**src/rtl/uart_regfront_pkg.sv**
```systemverilog
package uart_regfront_pkg;

    localparam int unsigned WORD_W  = 32;
    localparam int unsigned BYTE_W  = 8;

    // word indices (byte address >> 2)
    localparam int unsigned IDX_TXD   = 0;
    localparam int unsigned IDX_RXD   = 1;
    localparam int unsigned IDX_STAT  = 5;
    localparam int unsigned WIN_WORDS = 6;

    localparam int unsigned STAT_RX_BIT = 0;
    localparam int unsigned STAT_TX_BIT = 1;

    typedef enum logic [1:0] {
        REG_NONE,
        REG_TXD,
        REG_RXD,
        REG_STAT
    } reg_sel_e;

    typedef enum logic [2:0] {
        RX_IDLE,
        RX_START,
        RX_DATA,
        RX_STOP,
        RX_HOLD
    } rx_state_e;

    typedef struct packed {
        reg_sel_e           sel;
        logic               rd_rx;
        logic               wr_tx;
        logic [BYTE_W-1:0]  wbyte;
    } bus_cmd_t;

    function automatic reg_sel_e decode_idx(input int unsigned idx);
        if (idx >= WIN_WORDS) return REG_NONE;
        case (idx)
            IDX_TXD:  return REG_TXD;
            IDX_RXD:  return REG_RXD;
            IDX_STAT: return REG_STAT;
            default:  return REG_NONE;
        endcase
    endfunction

endpackage

```
**src/rtl/uart_bus_decode.sv**
```systemverilog
module uart_bus_decode
    import uart_regfront_pkg::*;
#(
    parameter int unsigned ADDR_W = 5
) (
    input  logic              valid,
    input  logic              write,
    input  logic [ADDR_W-1:0] addr,
    input  logic [3:0]        be,
    input  logic [WORD_W-1:0] wdata,
    output bus_cmd_t          cmd
);
    localparam int unsigned IDX_W = ADDR_W - 2;

    logic [IDX_W-1:0] idx;
    logic             full_word;
    reg_sel_e         sel;

    assign idx       = addr[ADDR_W-1:2];
    assign full_word = (be == 4'hF);

    always_comb begin
        sel = REG_NONE;
        if (valid && full_word)
            sel = decode_idx(int'(idx));
        cmd.sel   = sel;
        cmd.rd_rx = (sel == REG_RXD) && !write;
        cmd.wr_tx = (sel == REG_TXD) && write;
        cmd.wbyte = wdata[BYTE_W-1:0];
    end

endmodule

```
**src/rtl/uart_tx_ser.sv**
```systemverilog
module uart_tx_ser
    import uart_regfront_pkg::*;
#(
    parameter int unsigned CLKS_PER_BIT = 16
) (
    input  logic              clk,
    input  logic              rst,
    input  logic              start,
    input  logic [BYTE_W-1:0] data,
    output logic              txd,
    output logic              busy
);
    localparam int unsigned CNT_W   = $clog2(CLKS_PER_BIT);
    localparam int unsigned FRAME_B = BYTE_W + 2;
    localparam int unsigned BIT_W   = $clog2(FRAME_B);

    logic [FRAME_B-1:0] shreg;
    logic [CNT_W-1:0]   cnt;
    logic [BIT_W-1:0]   nbit;

    always_ff @(posedge clk) begin
        if (rst) begin
            shreg <= '1;
            cnt   <= '0;
            nbit  <= '0;
            busy  <= 1'b0;
        end else if (!busy) begin
            if (start) begin
                shreg <= {1'b1, data, 1'b0};
                cnt   <= '0;
                nbit  <= '0;
                busy  <= 1'b1;
            end
        end else if (cnt == CNT_W'(CLKS_PER_BIT - 1)) begin
            cnt   <= '0;
            shreg <= {1'b1, shreg[FRAME_B-1:1]};
            if (nbit == BIT_W'(FRAME_B - 1))
                busy <= 1'b0;
            else
                nbit <= nbit + 1'b1;
        end else begin
            cnt <= cnt + 1'b1;
        end
    end

    assign txd = busy ? shreg[0] : 1'b1;

endmodule

```
**src/rtl/uart_rx_deser.sv**
```systemverilog
module uart_rx_deser
    import uart_regfront_pkg::*;
#(
    parameter int unsigned CLKS_PER_BIT = 16
) (
    input  logic              clk,
    input  logic              rst,
    input  logic              rxd,
    input  logic              take,
    output logic              frame_valid,
    output logic [BYTE_W-1:0] frame_byte
);
    localparam int unsigned CNT_W = $clog2(CLKS_PER_BIT);
    localparam int unsigned HALF  = CLKS_PER_BIT / 2;
    localparam int unsigned BIT_W = $clog2(BYTE_W);

    rx_state_e         st;
    logic [1:0]        sync;
    logic              prev;
    logic              rx_s;
    logic [CNT_W-1:0]  cnt;
    logic [BIT_W-1:0]  nbit;
    logic [BYTE_W-1:0] shreg;

    assign rx_s = sync[1];

    always_ff @(posedge clk) begin
        if (rst) begin
            sync  <= 2'b11;
            prev  <= 1'b1;
            st    <= RX_IDLE;
            cnt   <= '0;
            nbit  <= '0;
            shreg <= '0;
        end else begin
            sync <= {sync[0], rxd};
            prev <= rx_s;
            case (st)
                RX_IDLE: begin
                    if (prev && !rx_s) begin
                        st  <= RX_START;
                        cnt <= '0;
                    end
                end
                RX_START: begin
                    if (cnt == CNT_W'(HALF - 1)) begin
                        cnt  <= '0;
                        nbit <= '0;
                        st   <= rx_s ? RX_IDLE : RX_DATA;
                    end else begin
                        cnt <= cnt + 1'b1;
                    end
                end
                RX_DATA: begin
                    if (cnt == CNT_W'(CLKS_PER_BIT - 1)) begin
                        cnt   <= '0;
                        shreg <= {rx_s, shreg[BYTE_W-1:1]};
                        if (nbit == BIT_W'(BYTE_W - 1))
                            st <= RX_STOP;
                        else
                            nbit <= nbit + 1'b1;
                    end else begin
                        cnt <= cnt + 1'b1;
                    end
                end
                RX_STOP: begin
                    if (cnt == CNT_W'(CLKS_PER_BIT - 1)) begin
                        cnt <= '0;
                        st  <= rx_s ? RX_HOLD : RX_IDLE;
                    end else begin
                        cnt <= cnt + 1'b1;
                    end
                end
                RX_HOLD: begin
                    if (take) st <= RX_IDLE;
                end
                default: st <= RX_IDLE;
            endcase
        end
    end

    assign frame_valid = (st == RX_HOLD);
    assign frame_byte  = shreg;

endmodule

```
**src/rtl/uart_rx_hold.sv**
```systemverilog
module uart_rx_hold
    import uart_regfront_pkg::*;
(
    input  logic              clk,
    input  logic              rst,
    input  logic              frame_valid,
    input  logic [BYTE_W-1:0] frame_byte,
    input  logic              rd_clear,
    output logic              take,
    output logic              ready,
    output logic [BYTE_W-1:0] held
);
    assign take = frame_valid && !ready;

    always_ff @(posedge clk) begin
        if (rst) begin
            ready <= 1'b0;
            held  <= '0;
        end else if (take) begin
            ready <= 1'b1;
            held  <= frame_byte;
        end else if (rd_clear) begin
            ready <= 1'b0;
        end
    end

endmodule

```
**src/rtl/uart_regfront.sv**
```systemverilog
module uart_regfront
    import uart_regfront_pkg::*;
#(
    parameter int unsigned ADDR_W       = 5,
    parameter int unsigned CLKS_PER_BIT = 16
) (
    input  logic              clk,
    input  logic              rst,
    input  logic              bus_valid,
    input  logic              bus_write,
    input  logic [ADDR_W-1:0] bus_addr,
    input  logic [3:0]        bus_be,
    input  logic [31:0]       bus_wdata,
    output logic [31:0]       bus_rdata,
    input  logic              rxd,
    output logic              txd
);
    bus_cmd_t          cmd;
    logic              tx_busy;
    logic              tx_ready;
    logic              rx_ready;
    logic [BYTE_W-1:0] rx_byte;
    logic              frame_valid;
    logic [BYTE_W-1:0] frame_byte;
    logic              take;

    uart_bus_decode #(.ADDR_W(ADDR_W)) u_dec (
        .valid (bus_valid),
        .write (bus_write),
        .addr  (bus_addr),
        .be    (bus_be),
        .wdata (bus_wdata),
        .cmd   (cmd)
    );

    uart_tx_ser #(.CLKS_PER_BIT(CLKS_PER_BIT)) u_tx (
        .clk   (clk),
        .rst   (rst),
        .start (cmd.wr_tx),
        .data  (cmd.wbyte),
        .txd   (txd),
        .busy  (tx_busy)
    );

    assign tx_ready = !tx_busy;

    uart_rx_deser #(.CLKS_PER_BIT(CLKS_PER_BIT)) u_rx (
        .clk         (clk),
        .rst         (rst),
        .rxd         (rxd),
        .take        (take),
        .frame_valid (frame_valid),
        .frame_byte  (frame_byte)
    );

    uart_rx_hold u_hold (
        .clk         (clk),
        .rst         (rst),
        .frame_valid (frame_valid),
        .frame_byte  (frame_byte),
        .rd_clear    (cmd.rd_rx),
        .take        (take),
        .ready       (rx_ready),
        .held        (rx_byte)
    );

    always_comb begin
        bus_rdata = '0;
        if (!bus_write) begin
            case (cmd.sel)
                REG_RXD:  bus_rdata[BYTE_W-1:0] = rx_byte;
                REG_STAT: begin
                    bus_rdata[STAT_RX_BIT] = rx_ready;
                    bus_rdata[STAT_TX_BIT] = tx_ready;
                end
                default:  bus_rdata = '0;
            endcase
        end
    end

endmodule

```
**config.mk**
```make
export PLATFORM = sky130hd
export DESIGN_NAME = uart_regfront
export DESIGN_NICKNAME = d
export VERILOG_FILES = /design/src/rtl/uart_regfront_pkg.sv /design/src/rtl/uart_bus_decode.sv /design/src/rtl/uart_tx_ser.sv /design/src/rtl/uart_rx_deser.sv /design/src/rtl/uart_rx_hold.sv /design/src/rtl/uart_regfront.sv
export SDC_FILE = /design/constraint.sdc
export NUM_CORES = 1
export LEC_CHECK = 0
export ABC_AREA = 1
export BUFFER_PORTS_ARGS = -buffer_cell sky130_fd_sc_hd__buf_2
export CORE_MARGIN = 1.5
export CORE_UTILIZATION = 52
export CTS_CLUSTER_DIAMETER = 60
export DETAILED_ROUTE_END_ITERATION = 12
export GPL_ROUTABILITY_DRIVEN = 0
export PLACE_DENSITY = 0.8
export SETUP_SLACK_MARGIN = 0.2
export SLEW_MARGIN = 20
export SYNTH_ARGS = -nofsm -noshare
export SYNTH_HDL_FRONTEND = slang
export SYNTH_HIERARCHICAL = 1
export SYNTH_SLANG_ARGS = --single-unit
```
**constraint.sdc**
```tcl
create_clock -name clk -period 2.2 [get_ports clk]
set_clock_uncertainty 0.1 [all_clocks]
set_input_delay 0.11 -clock clk [delete_from_list [all_inputs] [get_ports clk]]
set_output_delay 0.11 -clock clk [all_outputs]
set_load 0.02 [all_outputs]
```
Word level (Yosys, flattened, before mapping)
Index checks and enable logic that the tools add are counted.
- register bits: 49
- bits of input ports: 46
- output and inout port bits: 33
- logic and storage cells: 105
- add/sub/neg operators: 4
- order comparisons: 1
- equality and inequality tests: 24
- multiplexer cells: 42
- reductions and logical operators: 22
- operators with widths (kind ; number):
    4-bit two-way mux ; 9
    10-bit two-way mux ; 3
    3-bit two-way mux ; 10
    4-bit == test, second input constant ; 4
    3-bit case mux with 5 select lines ; 1
    4-bit by 1-bit adder with 4-bit output, second input constant ; 3
    4-bit case mux with 3 select lines ; 1
    2-bit by 1-bit inequality test with 1-bit output, second input constant ; 5
    3-bit == test, second input constant ; 3
    1-bit two-way mux ; 9
    2-bit two-way mux ; 4
    8-bit two-way mux ; 1
    2-bit inequality test, second input constant ; 4
    3-bit by 1-bit == test with 1-bit output, second input constant ; 2
    3-bit by 2-bit == test with 1-bit output, second input constant ; 2
    3-bit logical NOT ; 2
    6-bit two-way mux ; 1
    2-bit case mux with 3 select lines ; 1
    3-bit case mux with 2 select lines ; 1
    2-bit AND reduction ; 3
    6-bit AND reduction ; 1
    2-bit nonzero test ; 3
    1-bit logical AND ; 5
    2-bit == test, second input constant ; 2
    10 further kinds ; 13

Depth between registers and ports, before layout
Gate-level depths: netlist of the first run.
- word-level depth: 9
- depth in mapped cells: 14
- mapped depth without buffers: 13

Modules after synthesis
The synthesis of the first run kept the hierarchy.
- modules (own cells, without submodules) (module ; times used ; cells each ; area an instance (um^2) ; sequential area each (um^2)):
    uart_rx_deser ; 1 ; 142 ; 1018.5 ; 420.4
    uart_tx_ser ; 1 ; 143 ; 969.7 ; 360.3
    uart_rx_hold ; 1 ; 58 ; 390.4 ; 180.2
    uart_regfront ; 1 ; 49 ; 286.5 ; 0.0
    uart_bus_decode ; 1 ; 30 ; 151.4 ; 0.0

Least setup slack after synthesis of the first run
Ideal clock, no wire load.
- kind: register to register
- start point: reg u_rx.st[0]
- end point: reg u_rx.st[1]
- setup time: 113 ps
- data arrival time: 1514 ps
- data required time: 1987 ps
- path slack: 473 ps
- stages on the path, launching flop included: 14
- path buffers: 1
- clock period less this slack: 1727 ps
- path through: dfxtp_1 -> nor2_2 -> inv_1 -> nor2_1 -> buf_6 -> inv_2 -> nor2_4 -> inv_1 -> nand3_1 -> nand2_1 -> nor2_1 -> nand3_1 -> nand2_1 -> nor2_1
- cells in the longest elaborated chain, start to end: 4
- elaborated cells on any way between the ends: 14
- classes of those cells: eq/ne: 10; mux: 1; reduce/logical: 3
- ends and longest elaborated chain (element ; RTL line ; RTL):
    start: declaration ; uart_rx_deser.sv:17 ; rx_state_e st;
    start signal: assignment ; uart_rx_deser.sv:49 ; st <= rx_s ? RX_IDLE : RX_DATA;
    start signal: assignment ; uart_rx_deser.sv:69 ; st <= rx_s ? RX_HOLD : RX_IDLE;
    3-bit == test ; uart_rx_deser.sv:82 ; assign frame_valid = (st == RX_HOLD);
    named net frame_valid ; uart_regfront.sv:23 ; logic frame_valid;
    1-bit logical AND ; uart_rx_hold.sv:13 ; assign take = frame_valid && !ready;
    named net take ; uart_regfront.sv:25 ; logic take;
    2-bit inequality test (no source line) ; - ;
    6-bit AND reduction (no source line) ; - ;
The timed path passes the listed nets, and every way through them passes these cells.
A chain may end at the register's enable or synchronous reset.

Worst setup path after layout of the first run
Same ends and word-level chain as after synthesis.

==> impl_metrics.toml, run 1 <==
[outcome]
status = "complete, no violations"

[drt]
ant_nets = 0
post-route-drc-count = 0
vias = 2416
wl_mm = 5.02
dr.pass1.iters = 4
wl_per_cell_um = 9.70
drt-initial-drc-count = 94
routed_via_density = 4.67

[yosys]
synth.area.top_cells = "dfxtp_1, nand2_1, nor2_1"
synth_top_area_share_pct = 34.1
synth_top_family_by_area = "simple AND/OR/NAND/NOR gates"
yosys.area.top_type = "dfxtp_1"
synth_compound_area_share_pct = 6.31
synth-edff-count = 0
ys_ff_latch = 48
muxShareOfSynthArea_pct = 0
synth_adder_area_share_pct = 2.67
synthXorXnorAreaFrac_pct = 0.311
synthMostInstantiatedCell = "nand2_1"
synth.top_cells.by_count = "nand2_1, nor2_1, inv_1"
synth_cells = 422
ys_seq_area_share_pct = 34.1
syn_avg_cell_area_um2 = 6.67
yosysUniqueCellTypes = 28
yosysWarnings = 6
synthFlopType = "dfxtp_1"
async_flop_share_pct = 0
yosys.area_share.simple_pct = 37.8
synth_area_mm2 = 0.00282

[timing]
rsz0062_at_grt = "false"
slew_violations = 0
setup_viol = 0
fin_crit_sh_pct = 82.2
hold_viol = 0
fin_setup_tns_ns = 0
clock.fmax_mhz = 553
fin_crit_ns = 1.81

[hold_path]
hold_path_class = "input pin to register"

[finish]
final_cells = 517
final_nets = 498
antenna_cells = 0
drive_gt1_share_pct = 16.6
syn_to_final_growth_pct = 6.00

[power_and_ir_drop]
p_sw_mw = 0.719
cellPowerDensity_mw_per_mm2 = 736
power.internal_mw = 1.48
pwr-share-comb_pct = 25.2
p_leak_nw = 1.52
ir_drop_mv = 0.289
seqPwrFrac_pct = 46.6
p_clk_share_pct = 28.2
p_sw_share_pct = 32.8

[floorplanning]
die-area_mm2 = 0.00587
die_x_um = 76.6
fp.dieH_um = 76.6
core_mm2 = 0.00517
ios = 79
start_util_pct = 54.5
rows = 26

[cts]
cts.clk_slew.worst_paths_ns = 0.09
numCtsBuffers = 5
root_buffer = "clkbuf_8"
htreeDepth = 2
cts_tree = "built"
clk_latency_ns = 0.29
ctsLongestPathBuffers = 2
cts_sinks = 48

[global_routing]
antenna_found_initial = 0
grt_first_pass_wirelength_mm = 8.78
gr-total-overflow = 0
grt_start_max_net_pins = 16
track_usage_pct = 17.7
grt_pass1_vias = 2108

[setup_path]
end_kind = "register"
path_cells = "nor2_4 -> inv_1 -> nor2_1 -> inv_2 -> nor2_4 -> inv_1 -> nand3_1 -> nand2_1 -> nor2_1 -> nand3_1 -> nand2_1 -> nor2_1"
crit_path_frequent_cell = "nor2_1"
slowest_delay_ns = 0.42
path_max_fanout = 7
cp-start-kind = "register"
critPathTopFamily = "simple AND/OR/NAND/NOR gates"
required_ns = 2.30
slowest_stage = "dfxtp_1"
cp.buffers_inverters = 3
path_class = "register to register"
reg2reg_slack_ns = 0.39
arrival_ns = 1.91

[place]
dp_hpwl_mm = 3.69
portBuffers = 28
post-place-cells = 506

[run]
maxCapViolations = 0
state kept, by name (all words and copies together), names as in the netlist:
signal	flops
u_rx/prev	1
u_rx/sync	2
u_rx/cnt	4
u_rx/st	3
u_hold/ready	1
u_rx/frame_byte	8
u_hold/held	8
u_tx/busy	1
u_tx/cnt	4
u_rx/nbit	3
u_tx/shreg	9
u_tx/nbit	4
per-layer routing:
| layer | global-route usage (%) | share of wire, % | vias to the layer above |
|---|---|---|---|
| li1 | - | - | 1291 |
| met1 | 21.8 | 46 | 1088 |
| met2 | 32.1 | 51 | 35 |
| met3 | 3.59 | 2.9 | 2 |
| met4 | 2.96 | 0.30 | 0 |
| met5 | 0 | 0 | - |
worst register-to-register path: cells and delay by family, from the launching register on:
kind,cells,cell delay (ns)
simple gates,9,1.00
flops,1,0.42
buf+inv,3,0.20
cell families after synthesis:
family	count (synthesis)
and+or+nand+nor	236
buffers and inverters	98
DFF	48
AOI/OAI and AO/OA	32
adders and majority gates	6
xor gates and xnor gates	1
other	1
path summary, 6_finish.rpt:
check / from / end / depth (start not counted)
max: u_rx/st[0] / u_rx/st[1] / 12
min: bus_wdata[4] / u_tx/shreg[5] / 5
max reg2reg: u_rx/st[0] / u_rx/st[1] / 12
min reg2reg: u_rx/sync[0] / u_rx/sync[1] / 1
layout by cell type, fill, tap and decap left out, drive strengths merged:
cell and n:
buf 31, bufinv 1, nand4 5, o21ai 16, xor2 1, or2 3, clkbuf 6, clkinv 1
dfxtp 48, nand2 111, dlygate4sd3 2, a21oi 15, ha 6, inv 59, nand3 43, conb 24
nor2 74, o211ai 1
through the flow:
step | total power, mW | hold WS [ns] | setup WS [ns] | area, µm² | utilization (%)
after detailed placement | 1.57 | 0.197 | 0.271 | 2850 | 55.0
final | 2.20 | 0.00865 | 0.391 | 2990 | 57.7
after global placement | 1.56 | 0.195 | 0.308 | 2850 | 55.0
after CTS | 2.19 | 0.00266 | 0.250 | 2970 | 57.5
after floorplan | 1.51 | 0.0724 | 0.473 | 2900 | -
after global routing | 2.35 | 0.0322 | 0.195 | 2990 | 57.7
cell type report:
class,instances,area [µm²]
Inverter,59,226
Multi-Input combinational cell,299,1420
Clock inverter,2,35.0
Timing Repair Buffer,33,183
Clock buffer,6,72.6
Tap cell,70,87.6
Fill cell,508,2190
Sequential cell,48,961
power by group through the flow:
stage | Clock, mW | Sequential [mW] | Combinational (mW)
global placement | 0 | 1.04 | 0.520
finish | 0.619 | 1.02 | 0.553
CTS | 0.630 | 1.02 | 0.540
floorplan | 0 | 1.02 | 0.486
global route | 0.671 | 1.04 | 0.640
detailed placement | 0 | 1.04 | 0.532
timing repair:
item,in CTS,in global routing
setup buffers,0,1
setup endpoints to repair,0,3
hold buffers,2,0
hold endpoints to repair,2,0
gates resized for setup,0,1
(Power assumes the default switching activity.)
==> run 2, diff against run 1 <==
==> constraint.sdc (replaced) <==
create_clock -name clk -period 1.8 [get_ports clk]
set_clock_uncertainty 0.1 [all_clocks]
set_input_delay 0.09 -clock clk [delete_from_list [all_inputs] [get_ports clk]]
set_output_delay 0.09 -clock clk [all_outputs]
set_load 0.02 [all_outputs]
==> impl_metrics.toml, run 2 (synthesis results as in run 1) <==
[drt]
post-route-drc-count = 0
dr.pass1.iters = 5
ant_nets = 0
wl_mm = 5.28
routed_via_density = 4.75
drt-initial-drc-count = 162
wl_per_cell_um = 9.95
vias = 2521

[timing]
setup_slack_ns = 0.296
rsz0062_at_grt = "true"
slew_violations = 0
setup_viol = 0
hold_ws_ns = 0.00723
clock.fmax_mhz = 665
hold_viol = 0
fin_setup_tns_ns = 0
fin_crit_sh_pct = 83.5
fin_crit_ns = 1.50

[finish]
most-common-layout-cells = "nand2_1, nor2_1, inv_1"
syn_to_final_growth_pct = 12.5
antenna_cells = 0
final_nets = 512
drive_gt1_share_pct = 21.7
largest_register = "u_tx/shreg"
final_common_cell = "nand2_1"
largest_reg_flops = 9

[setup_path]
slowest_stage = "dfxtp_2"
path_class = "register to primary output"
reg2reg_slack_ns = 0.31
end_kind = "primary output"
arrival_ns = 1.31
path_max_fanout = 11
slowest_delay_ns = 0.40
r2r-start = "u_rx/st[0]"
path_cells = "inv_2 -> or2_2 -> buf_2"
startpoint = "u_tx/busy"
cp-start-kind = "register"
required_ns = 1.61
r2r-end = "u_rx/nbit[0]"
reg2regPathDepth = 8

[global_routing]
grt_pass1_vias = 2253
antenna_found_initial = 0
grt_first_pass_wirelength_mm = 9.48
use_met3_pct = 3.11
gr-total-overflow = 0
track_usage_pct = 19.4
top_usage_layer = "met2"
use_met1_pct = 22.2
use_met2_pct = 35.4
grt_start_max_net_pins = 16

[cts]
cts.clk_slew.worst_paths_ns = 0.09
numCtsBuffers = 5
ctsLongestPathBuffers = 2
htreeDepth = 2
clk_latency_ns = 0.30
root_buffer = "clkbuf_8"
cts_sinks = 48
cts_tree = "built"

[power_and_ir_drop]
p_leak_nw = 1.59
ir_drop_mv = 0.419
finalPower_mw = 2.86
cellPowerDensity_mw_per_mm2 = 901

[floorplanning]
fp.dieH_um = 76.6
core_mm2 = 0.00517
die_x_um = 76.6
rows = 26
start_util_pct = 54.5
die-area_mm2 = 0.00587
ios = 79

[hold_path]
hold_path_depth = 5
holdCritStartpoint = "bus_wdata[5]"
min_to = "u_tx/shreg[6]"
hold_path_class = "input pin to register"

[run]
maxCapViolations = 0

[place]
dp_hpwl_mm = 3.75
post-place-ws_ns = 0.161
portBuffers = 28

[outcome]
status = "complete, no violations"
==> run 2: cell count changes in the layout (fill, tap and decap cells not counted), sizes merged <==
cell,delta
clkbuf,+1
bufinv,-1
buf,+10
dlygate4sd3,+4
==> run 2: worst max-delay path by stage <==
| stage | end | slack, ns | depth (start not counted) |
|---|---|---|---|
| floorplan | u_rx/st[1] | 0.15 | 13 |
| global placement | u_rx/st[1] | 0.21 | 11 |
| detailed placement | u_rx/st[2] | 0.16 | 12 |
| CTS | u_rx/st[0] | 0.20 | 8 |
| global route | u_rx/st[0] | 0.16 | 11 |
| finish | txd | 0.30 | 3 |
==> run 2: metal layers <==
metal  vias up  wire [µm]
li1       1319          -
met1      1135       2350
met2        58       2660
met3         9        180
met4         0         93
met5         -          0
==> run 2: per-stage QoR <==
step                      instances  instance area (µm²)  utilization, %
final                           531                 3170            61.2
after global routing            531                 3170            61.2
after CTS                       526                 3090            59.8
after detailed placement        507                 2870            55.5
after global placement          507                 2870            55.5
after floorplan                 445                 2920               -
==> run 2: critical path, delay by kind of cell, from the launching register on <==
family / cells / cell delay (ns)
buffers and inverters: 2 / 0.30
and+or+nand+nor: 1 / 0.31
DFF: 1 / 0.40
==> run 2: repair_timing <==
item | in CTS | in global routing
pin swaps | 2 | 8
hold endpoints to repair | 6 | 0
endpoints found under the setup margin | 7 | 17
setup buffers | 5 | 5
hold buffers | 6 | 0
resized for setup | 3 | 11
==> run 2: cell type report <==
type	count	area, µm²
flip-flops and latches	48	975
fillers	493	2000
well taps	70	87.6
inverters	59	229
clock buffers	7	108
multi-input cells	299	1460
repair buffers	47	298
clock inverters	1	8.76
==> run 2: report_power, final <==
part	total (mW)	switching [mW]	internal (mW)
logic	0.843	0.520	0.323
clock network	0.757	0.359	0.399
registers	1.25	0.0876	1.17
total	2.86	0.966	1.89
==> run 3, diff against run 2 <==
--- a/config.mk
+++ b/config.mk
@@ -5,7 +5,7 @@
 export SDC_FILE = /design/constraint.sdc
 export NUM_CORES = 1
 export LEC_CHECK = 0
-export ABC_AREA = 1
+export ABC_AREA = 0
 export BUFFER_PORTS_ARGS = -buffer_cell sky130_fd_sc_hd__buf_2
 export CORE_MARGIN = 1.5
 export CORE_UTILIZATION = 52
==> constraint.sdc (replaced) <==
create_clock -name clk -period 1.47 [get_ports clk]
set_clock_uncertainty 0.1 [all_clocks]
set_input_delay 0.0735 -clock clk [delete_from_list [all_inputs] [get_ports clk]]
set_output_delay 0.0735 -clock clk [all_outputs]
set_load 0.02 [all_outputs]
==> impl_metrics.toml, run 3 <==
[power_and_ir_drop]
seqPwrFrac_pct = 53.9
cellPowerDensity_mw_per_mm2 = 612
power.internal_mw = 1.79
p_sw_share_pct = 26.0
finalPower_mw = 2.42
pwr-share-comb_pct = 11.0
ir_drop_mv = 0.454
p_leak_nw = 1.56
p_clk_share_pct = 35.0
p_sw_mw = 0.630

[place]
post-place-cells = 398
portBuffers = 28
dp_hpwl_mm = 3.60

[yosys]
ys_seq_area_share_pct = 36.1
synth.area.top_cells = "dfxtp_1, buf_4, mux2i_1"
yosysUniqueCellTypes = 54
synth-edff-count = 0
yosysWarnings = 6
synth.top_cells.by_count = "dfxtp_1, buf_4, nor2_1"
synthMostInstantiatedCell = "dfxtp_1"
syn_avg_cell_area_um2 = 9.08
ys_ff_latch = 48
synth_top_area_share_pct = 36.1
async_flop_share_pct = 0
synthFlopType = "dfxtp_1"
synth_cells = 293
synth_area_mm2 = 0.00266
yosys.area.top_type = "dfxtp_1"

[outcome]
status = "finished, violations left"
violations = "negative setup slack"

[setup_path]
path_class = "register to register"
reg2regPathDepth = 5
end_kind = "register"
path_max_fanout = 8
r2r-end = "u_tx/shreg[4]"
required_ns = 1.57
reg2reg_slack_ns = -0.11
endpoint = "u_tx/shreg[4]"
r2r-start = "u_tx/cnt[0]"
startpoint = "u_tx/cnt[0]"
cp-start-kind = "register"
arrival_ns = 1.68

[global_routing]
use_met2_pct = 46.5
grt_first_pass_wirelength_mm = 11.4
track_usage_pct = 26.7
grt_start_max_net_pins = 29
use_met1_pct = 31.0
gr-total-overflow = 0
top_usage_layer = "met2"
grt_pass1_vias = 2429
antenna_found_initial = 0
use_met3_pct = 5.69

[finish]
final_common_cell = "buf_4"
final_cells = 443
most-common-layout-cells = "buf_4, dfxtp_1, buf_6"
largest_reg_flops = 9
final_nets = 427
largest_register = "u_tx/shreg"
syn_to_final_growth_pct = 48.9
antenna_cells = 0
drive_gt1_share_pct = 52.4

[drt]
vias = 2692
drt-initial-drc-count = 396
dr.pass1.iters = 6
post-route-drc-count = 0
routed_via_density = 6.08
ant_nets = 0
wl_per_cell_um = 20.6
wl_mm = 9.12

[timing]
fin_crit_ns = 1.58
setup_viol = 19
hold_viol = 0
setup_slack_ns = -0.113
rsz0062_at_grt = "true"
fin_crit_sh_pct = 108
clock.fmax_mhz = 632
slew_violations = 0

[floorplanning]
die-area_mm2 = 0.00556
ios = 79
start_util_pct = 55.2
core_mm2 = 0.00482
fp.dieH_um = 74.5
rows = 25
die_x_um = 74.5

[cts]
root_buffer = "clkbuf_8"
htreeDepth = 2
clk_latency_ns = 0.31
numCtsBuffers = 5
ctsLongestPathBuffers = 2
cts_sinks = 48
cts_tree = "built"
cts.clk_slew.worst_paths_ns = 0.10

[hold_path]
hold_path_class = "input pin to register"
hold_path_depth = 2

[run]
maxCapViolations = 0
==> run 3: cell types whose count changed after synthesis, sizes merged, moves of 7 or more <==
cell and delta:
nand3 -38, inv -53, and2 +13, nor3 +12
nand2 -103, nor2 -51, mux2i +11, nand4bb +8
clkbuf +8, a221oi +7, nand2b +15
==> run 3: metal layers <==
layer	vias to the layer above	part of all wire, %	routed length [µm]
li1	1153	-	-
met1	1268	36	3310
met2	202	48	4400
met3	69	9.4	854
met4	0	6.1	553
met5	-	0	0
==> run 3: area by class of cell <==
type / instances / area [µm²]
multi-input cells: 213 / 1860
repair buffers: 101 / 902
clock inverters: 2 / 15.0
flip-flops and latches: 48 / 990
fillers: 245 / 853
inverters: 6 / 27.5
well taps: 67 / 83.8
clock buffers: 6 / 82.6
==> run 3: what timing repair did <==
item / 4_1_cts / 5_1_grt
endpoints found under the setup margin: 50 / 54
gates resized for setup: 75 / 43
buffers inserted: 20 / 7
hold buffers: 9 / 0
gates cloned: 1 / 0
pin swaps: 26 / 28
endpoints found under the hold margin: 9 / 0
==> run 3: stage by stage <==
| step | util (%) | setup WS (ns) | instance area [µm²] | hold WS, ns | TNS, ns |
|---|---|---|---|---|---|
| floorplan | - | 0.0208 | 2920 | 0.0706 | 0 |
| global placement | 63.7 | -0.00245 | 3070 | 0.155 | -0.00245 |
| detailed placement | 63.7 | -0.0532 | 3070 | 0.155 | -0.278 |
| CTS | 77.0 | -0.00571 | 3710 | 0.0913 | -0.00740 |
| global route | 82.3 | -0.305 | 3960 | 0.152 | -3.67 |
| finish | 82.3 | -0.113 | 3960 | 0.0957 | -0.958 |
==> run 3: critical path, cell delays in order (launching register included) <==
cell and delay, ns:
dfxtp_2 0.37, ha_4 0.17, nand4_4 0.15, buf_8 0.21, a221oi_4 0.34, o21ai_1 0.13
==> run 3: worst min-delay path by stage <==
| stage | from | endpoint | slack (ns) |
|---|---|---|---|
| finish | rst | u_rx/frame_byte[3] | 0.1 |
| global route | rst | u_rx/frame_byte[3] | 0.15 |
| CTS | rst | u_rx/frame_byte[3] | 0.09 |
| detailed placement | rxd | u_rx/sync[0] | 0.15 |
| global placement | rxd | u_rx/sync[0] | 0.15 |
| floorplan | rxd | u_rx/sync[0] | 0.07 |
==> run 3: power by group through the flow <==
stage          registers [mW]  logic [mW]  clock network [mW]
2_1_floorplan            1.34       0.183                   0
3_3_place_gp             1.34       0.182                   0
3_5_place_dp             1.34       0.185                   0
5_1_grt                  1.31       0.284               0.908
6_report                 1.31       0.268               0.849
4_1_cts                  1.31       0.227               0.858
==> run 3: cells by family after synthesis <==
family | Yosys count | synth area share [%]
fa+ha+maj | 6 | 2.82
compound gates | 59 | 15.7
simple gates | 110 | 26.4
other cells | 1 | 0.141
mux | 12 | 4.56
xor+xnor | 2 | 0.941
flops | 48 | 36.1
buf+inv | 55 | 13.4
